--- src/rtl/qpt_pkg.sv ---
package qpt_pkg;

  // Distance from tracker position to input position, modulo 4.
  typedef enum logic [1:0] {
    STEP_HOLD    = 2'd0,
    STEP_UP      = 2'd1,
    STEP_ILLEGAL = 2'd2,
    STEP_DOWN    = 2'd3
  } step_e;

  // Gray pair {a,b} -> position: 00->0, 01->1, 11->2, 10->3
  function automatic logic [1:0] gray_to_pos(input logic [1:0] code);
    return {code[1], code[1] ^ code[0]};
  endfunction

endpackage

--- src/rtl/qpt_rst_sync.sv ---
module qpt_rst_sync #(
  parameter int STAGES = 2
) (
  input  logic clk_i,
  input  logic rst_ni,
  output logic rst_no
);

  logic [STAGES-1:0] chain_q;
  logic [STAGES-1:0] chain_d;

  always_comb begin
    chain_d = {chain_q[STAGES-2:0], 1'b1};
  end

  always_ff @(posedge clk_i or negedge rst_ni) begin
    if (!rst_ni) chain_q <= '0;
    else         chain_q <= chain_d;
  end

  assign rst_no = chain_q[STAGES-1];

endmodule

--- src/rtl/qpt_sync.sv ---
module qpt_sync #(
  parameter int WIDTH  = 2,
  parameter int STAGES = 2
) (
  input  logic             clk_i,
  input  logic             rst_ni,
  input  logic [WIDTH-1:0] async_i,
  output logic [WIDTH-1:0] sync_o
);

  for (genvar w = 0; w < WIDTH; w++) begin : g_bit
    logic [STAGES-1:0] stage_q;
    logic [STAGES-1:0] stage_d;

    if (STAGES == 1) begin : g_single
      always_comb stage_d = async_i[w];
    end else begin : g_multi
      always_comb stage_d = {stage_q[STAGES-2:0], async_i[w]};
    end

    always_ff @(posedge clk_i or negedge rst_ni) begin
      if (!rst_ni) stage_q <= '0;
      else         stage_q <= stage_d;
    end

    assign sync_o[w] = stage_q[STAGES-1];
  end

endmodule

--- src/rtl/qpt_track.sv ---
module qpt_track
  import qpt_pkg::*;
#(
  parameter int SYNC_STAGES = 2
) (
  input  logic       clk_i,
  input  logic       rst_ni,
  input  logic [1:0] code_i,
  output logic       inc_o,
  output logic       dec_o,
  output logic       illegal_o
);

  // Load window long enough for the synchronizer to fill after reset.
  localparam int LOAD_CYC = SYNC_STAGES + 1;
  localparam int CW       = $clog2(LOAD_CYC + 1);
  localparam logic [CW-1:0] LOAD_LAST = CW'(LOAD_CYC);

  logic [CW-1:0] prime_q, prime_d;
  logic          prime_en;
  logic [1:0]    trk_q, trk_d;
  logic          trk_en;
  logic          inc_q, inc_d;
  logic          dec_q, dec_d;
  logic          armed;
  step_e         step;

  always_comb begin
    armed    = (prime_q == LOAD_LAST);
    step     = step_e'(gray_to_pos(code_i) - gray_to_pos(trk_q));
    prime_en = !armed;
    prime_d  = prime_q + 1'b1;
    trk_en   = !armed || (step != STEP_HOLD);
    trk_d    = code_i;
    inc_d    = armed && (step == STEP_UP);
    dec_d    = armed && (step == STEP_DOWN);
    illegal_o = armed && (step == STEP_ILLEGAL);
  end

  always_ff @(posedge clk_i or negedge rst_ni) begin
    if (!rst_ni) begin
      prime_q <= '0;
      trk_q   <= '0;
      inc_q   <= 1'b0;
      dec_q   <= 1'b0;
    end else begin
      if (prime_en) prime_q <= prime_d;
      if (trk_en)   trk_q   <= trk_d;
      inc_q <= inc_d;
      dec_q <= dec_d;
    end
  end

  assign inc_o = inc_q;
  assign dec_o = dec_q;

  // step pulses are mutually exclusive
  a_r9_exclusive: assert property (@(posedge clk_i) disable iff (!rst_ni)
    !(inc_q && dec_q));

  // no step pulse follows a cycle spent in the load window
  a_r2_quiet_prime: assert property (@(posedge clk_i) disable iff (!rst_ni)
    !armed |=> (!inc_q && !dec_q));

  // equal pair keeps tracker and gives no pulse
  a_r3_hold: assert property (@(posedge clk_i) disable iff (!rst_ni)
    (armed && code_i == trk_q) |=> (!inc_q && !dec_q && $stable(trk_q)));

  // a two-position jump resynchronizes the tracker without a pulse
  a_r6_resync: assert property (@(posedge clk_i) disable iff (!rst_ni)
    illegal_o |=> (trk_q == $past(code_i) && !inc_q && !dec_q));

endmodule

--- src/rtl/qpt_fault.sv ---
module qpt_fault (
  input  logic clk_i,
  input  logic rst_ni,
  input  logic set_i,
  input  logic clr_i,
  output logic err_o
);

  logic err_q, err_d;

  always_comb begin
    if (set_i)      err_d = 1'b1;
    else if (clr_i) err_d = 1'b0;
    else            err_d = err_q;
  end

  always_ff @(posedge clk_i or negedge rst_ni) begin
    if (!rst_ni) err_q <= 1'b0;
    else         err_q <= err_d;
  end

  assign err_o = err_q;

  // flag persists without a clear
  a_r7_sticky: assert property (@(posedge clk_i) disable iff (!rst_ni)
    (err_q && !clr_i) |=> err_q);

  // a clear on a quiet edge drops the flag
  a_r7_clear: assert property (@(posedge clk_i) disable iff (!rst_ni)
    (clr_i && !set_i) |=> !err_q);

  // detection beats a simultaneous clear
  a_r8_set_wins: assert property (@(posedge clk_i) disable iff (!rst_ni)
    set_i |=> err_q);

endmodule

--- src/rtl/quad_phase_tracker.sv ---
module quad_phase_tracker #(
  parameter int SYNC_STAGES = 2,
  parameter int RST_STAGES  = 2
) (
  input  logic clk_i,
  input  logic rst_ni,
  input  logic phase_a_i,
  input  logic phase_b_i,
  input  logic err_clr_i,
  output logic inc_en_o,
  output logic dec_en_o,
  output logic err_o
);

  logic       rst_n_int;
  logic [1:0] code_sync;
  logic       illegal;

  qpt_rst_sync #(.STAGES(RST_STAGES)) u_rst (
    .clk_i  (clk_i),
    .rst_ni (rst_ni),
    .rst_no (rst_n_int)
  );

  qpt_sync #(.WIDTH(2), .STAGES(SYNC_STAGES)) u_sync (
    .clk_i   (clk_i),
    .rst_ni  (rst_n_int),
    .async_i ({phase_a_i, phase_b_i}),
    .sync_o  (code_sync)
  );

  qpt_track #(.SYNC_STAGES(SYNC_STAGES)) u_track (
    .clk_i     (clk_i),
    .rst_ni    (rst_n_int),
    .code_i    (code_sync),
    .inc_o     (inc_en_o),
    .dec_o     (dec_en_o),
    .illegal_o (illegal)
  );

  qpt_fault u_fault (
    .clk_i  (clk_i),
    .rst_ni (rst_n_int),
    .set_i  (illegal),
    .clr_i  (err_clr_i),
    .err_o  (err_o)
  );

endmodule

--- config.mk ---
export PLATFORM = sky130hd
export DESIGN_NAME = quad_phase_tracker
export DESIGN_NICKNAME = d
export VERILOG_FILES = /design/src/rtl/qpt_pkg.sv /design/src/rtl/qpt_rst_sync.sv /design/src/rtl/qpt_sync.sv /design/src/rtl/qpt_track.sv /design/src/rtl/qpt_fault.sv /design/src/rtl/quad_phase_tracker.sv
export SDC_FILE = /design/constraint.sdc
export NUM_CORES = 1
export LEC_CHECK = 0
export CAP_MARGIN = 20
export CORE_MARGIN = 2
export CORE_UTILIZATION = 25
export CTS_CLUSTER_DIAMETER = 100
export DETAILED_ROUTE_END_ITERATION = 8
export GPL_TIMING_DRIVEN = 0
export PLACE_DENSITY = 0.49
export SYNTH_ARGS = -nofsm -noshare
export SYNTH_HDL_FRONTEND = slang
export SYNTH_HIERARCHICAL = 1
export SYNTH_SLANG_ARGS = --single-unit
--- constraint.sdc ---
create_clock -name clk_i -period 0.8 [get_ports clk_i]
set_input_delay 0.16 -clock clk_i [delete_from_list [all_inputs] [get_ports clk_i]]
set_output_delay 0.16 -clock clk_i [all_outputs]
set_load 0.02 [all_outputs]
# [Word level (Yosys, flattened, before mapping)]
# Cells that the tools add are included.
[totals] in_bits=5 wordCells=25 out_inout_bits=3 register_bits=13
[op_classes] bitwise=2 eq_ne=4 n_mux=2 reduce_logical=7 n_addsub=2
[op_table] operator="== test 2 bit (second input constant)" n=3
[op_table] operator="nonzero test 2 bit" n=2
[op_table] operator="logical AND 1 bit" n=3
[op_table] operator="adder 2 x 1 -> 2 bit (second input constant)" n=1
[op_table] operator="== test 2 x 1 -> 1 bit (second input constant)" n=1
[op_table] operator="2-to-1 mux 1 bit" n=2
[op_table] operator="subtractor 2 bit" n=1
[op_table] operator="XOR 1 bit" n=2
[op_table] operator="logical NOT 1 bit" n=1
[op_table] operator="logical OR 1 bit" n=1

# [Longest topological paths before layout]
[depth] ltp_word=5 depth_mapped=6 mapped_depth_nobuf=5

# [Hierarchy]
# The synthesis kept the hierarchy.
[by_module_without_submodules] mod="qpt_track" cells_per_inst=22 instances=1 area_each_um2=307.8 seq_area_each_um2=150.1
[by_module_without_submodules] mod="qpt_sync" cells_per_inst=6 instances=1 area_each_um2=115.1 seq_area_each_um2=100.1
[by_module_without_submodules] mod="qpt_rst_sync" cells_per_inst=3 instances=1 area_each_um2=53.8 seq_area_each_um2=50.0
[by_module_without_submodules] mod="qpt_fault" cells_per_inst=3 instances=1 area_each_um2=36.3 seq_area_each_um2=25.0

# [Worst setup path before layout]
# OpenSTA, ideal clock, no wires.
[synth_path] path_type="reg2reg" start="register u_sync.g_bit[0].stage_q[1]" end="register u_track.trk_q[0]" path_buffers=1 t_required_ns=0.675 path_stages_with_launch=7 setup_ns=0.125 slack_ns=-0.765 arrival_time_ns=1.440 period_less_slack_ns=1.565 path_cell_list="dfrtp_1 buf_4 xnor2_1 ha_1 xnor3_2 nand3_2 mux2_4"
[synth_via] elab_chain_cells=4
[synth_rtl] element="start: declaration" line="qpt_sync.sv:12" source="logic [STAGES-1:0] stage_q;"
[synth_rtl] element="start signal: assignment" line="qpt_sync.sv:23" source="else stage_q <= stage_d;"
[synth_rtl] element="XOR 1 bit" line="qpt_pkg.sv:13" source="return {code[1], code[1] ^ code[0]};"
[synth_rtl] element="subtractor 2 bit" line="qpt_track.sv:30" source="step = step_e'(gray_to_pos(code_i) - gray_to_pos(trk_q));"
[synth_rtl] element="nonzero test 2 bit" line="qpt_track.sv:33" source="trk_en = !armed || (step != STEP_HOLD);"
[synth_rtl] element="logical OR 1 bit" line="qpt_track.sv:33"
[synth_rtl] element="end signal: assignment" line="qpt_track.sv:48" source="if (trk_en) trk_q <= trk_d;"
[synth_rtl] element="end: declaration" line="qpt_track.sv:21" source="logic [1:0] trk_q, trk_d;"
# Parallel ways exist; a longest one is shown, timed or not.
# A chain may end at the register's enable or synchronous reset.

# [Worst setup path in the final report]
# Same ends and word-level chain as after synthesis.

==> metrics.cfg <==
[detailed_routing]
viasPerCell=3.65
dr.pass1.iters=2
vias=285
routed_wl_um=791
drc=0
drtAntennaViolNets=0
drt_iter0_markers=1
routedWlPerCell_um=10.1

[layout]
nets=59
n_fill_cell=200
areaGrowthSynthToFinish_pct=49.3
finish.instance_area_um2=766
antennaDiodeCount=0
drive_above_1_share_pct=58.8

[sta]
timing.fmax_mhz=650
setup-violations-final=10
setup_slack_ns=-0.738
fin_tns_setup_ns=-4.27
hold_ws_ns=0.0449
rsz0062_at_grt=true
period_needed_ns=1.54
slew_violations=0
hold_viol=0
skew_ns=0.00150
min_period_over_period_pct=192

[power_and_ir_drop]
max-vdd-ir-drop_mv=1.39
sw_frac_of_total_pct=30.7
intPower_uw=1730
power.switching_uw=766
clkPwrFrac_pct=15.4
p_seq_share_pct=35.5
p_leak_uw=0.000354
comb_power_share_pct=49.1
p_per_area_nw_per_um2=3260

[clocking]
cts_tree=built
cts_root_buf=clkbuf_4
clock-sinks=13
cts-buffers-inserted=3
clkTransAtPathRegs_ns=0.07
clkLatencyLatePin_ns=0.27
cts_buffer_depth=2
ctsHtreeMaxLevel=1

[grt]
first_global_vias=323
grt.total_usage_pct=7.81
grt_first_pass_wirelength_mm=1.38
grt.overflow.total=0
antenna_found_initial=0
grt_start_max_net_pins=12

[hold_path]
hold_path.class=input pin to async pin

[logic_synthesis]
synthSimpleGateAreaFrac_pct=7.80
seq_area_frac_synth_pct=63.4
synth_compound_area_share_pct=1.46
synthAdderAreaFrac_pct=4.88
synth_top_family_by_area=XOR/XNOR gates
ys_warn_count=6
synth.avg_cell_area_um2=15.1
synth_mux_area_share_pct=7.32
netlist_area_um2=513
ys_types=18
synth_seq_cells=13
syn-num-nets=41
synth-xor-area-share_pct=9.76
syn_inst=34

[placed_design]
portBuffers=7
place_congestion=0.655
placed_cell_area_um2=659
pre_cts_ws_ns=-0.782

[critical_path]
worstSetupPathType=flop to flop
critPathMaxFanout=2
worst_setup_path_end_kind=flop
startpoint_type=flop
arrival_ns=1.69
worst_ep_required_time_ns=0.96

[die]
core_um2=1940
num_rows=16
die_area_um2=2430
num_io_pins=8
die_h_um=49.3
start_util_pct=26.4
chipWidth_um=49.3

[flow_run]
drv_cap=0

[status]
violations=negative setup slack
outcome=finished, violations left

-- Yosys cell counts (all sizes together) --
cell | number | area [um2]
nor2 | 1 | 3.75
dfrtp | 13 | 325
buf | 2 | 15.0
clkbuf | 1 | 5.00
xnor3 | 1 | 23.8
nand3 | 2 | 15.0
ha | 2 | 25.0
nand2 | 1 | 3.75
mux2 | 3 | 37.5
inv | 1 | 3.75
xor2 | 1 | 8.76
conb | 1 | 3.75
nor3b | 1 | 7.51
xnor2 | 2 | 17.5
a21o | 1 | 7.51
and3b | 1 | 10.0
-- final timing paths --
path / start / end / slack [ns] / cells past startpoint
worst max register to register: u_sync/g_bit[0].stage_q[1] / u_track/trk_q[0] / -0.74 / 5
min in group clk_i: phase_b_i / u_sync/g_bit[0].stage_q[0] / 0.33 / 1
max in group asynchronous: u_rst/chain_q[1] / u_sync/g_bit[1].stage_q[1] / 0.30 / 0
worst max-delay path: u_sync/g_bit[0].stage_q[1] / u_track/trk_q[0] / -0.74 / 5
worst min-delay path: rst_ni / u_rst/chain_q[0] / 0.04 / 1
worst min register to register: u_rst/chain_q[1] / u_track/prime_q[1] / 0.18 / 0
-- what timing repair did --
action | in CTS | in global routing
gates resized for setup | 23 | 7
pin swaps | 2 | 4
hold buffers | 0 | 0
setup endpoints to repair | 10 | 10
buffers inserted | 5 | 3
-- state kept, by name, summed over array words and instances, names as in the netlist --
register	flops
u_sync/g_bit.stage_q	4
u_track/trk_q	2
u_track/inc_o	1
u_track/dec_o	1
u_track/prime_q	2
u_rst/chain_q	2
u_fault/err_o	1
-- worst max-delay path, stage by stage (launching register included) --
cell and delay [ns]:
dfrtp_2 0.44, xnor2_4 0.19, ha_4 0.15, xnor3_2 0.26
nand3_2 0.08, mux2_4 0.29
-- layout by cell type, fill, tap and decap left out, types with 2 or more instances in the layout --
cell type,instances
dfrtp_2,2
buf_6,5
dfrtp_1,11
clkdlybuf4s50_1,4
mux2_4,3
nand3_2,2
clkbuf_4,3
buf_4,7
-- stage by stage --
stage          total power [uW]  util [%]  std cells
2_1_floorplan              1560         -         34
3_3_place_gp               1780      34.0         68
3_5_place_dp               1810      34.0         68
4_1_cts                    2460      37.4         75
5_1_grt                    2680      39.4         78
6_report                   2500      39.4         78
-- power by group through the flow --
stage / combinational [uW] / sequential (uW) / clock, uW
4_1_cts: 1170 / 890 / 406
2_1_floorplan: 604 / 959 / 0
3_3_place_gp: 902 / 880 / 0
5_1_grt: 1320 / 902 / 456
3_5_place_dp: 921 / 889 / 0
6_report: 1230 / 886 / 385
-- final cells by class --
class,count,area [um2],area share [%]
buffer,1,11.3,1.47
clock buffer,4,26.3,3.43
inverter,1,3.75,0.490
multi-input combinational,17,225,29.4
sequential,13,328,42.8
tap,27,33.8,4.41
timing repair buffer,15,138,18.0
-- routing by layer --
layer  global-route usage, %  wire length, um
met5                       0                0
met4                    7.14                5
met3                    2.76               22
met2                    11.7              433
met1                    8.56              329
-- logic make-up (layout without fill, tap and decap cells) --
family	Yosys count	in the layout
other cells	1	1
buf+inv	4	21
mux	3	3
xor+xnor	4	4
simple gates	6	6
compound gates	1	1
flops	13	13
fa+ha+maj	2	2
(Power assumes the default switching activity.)
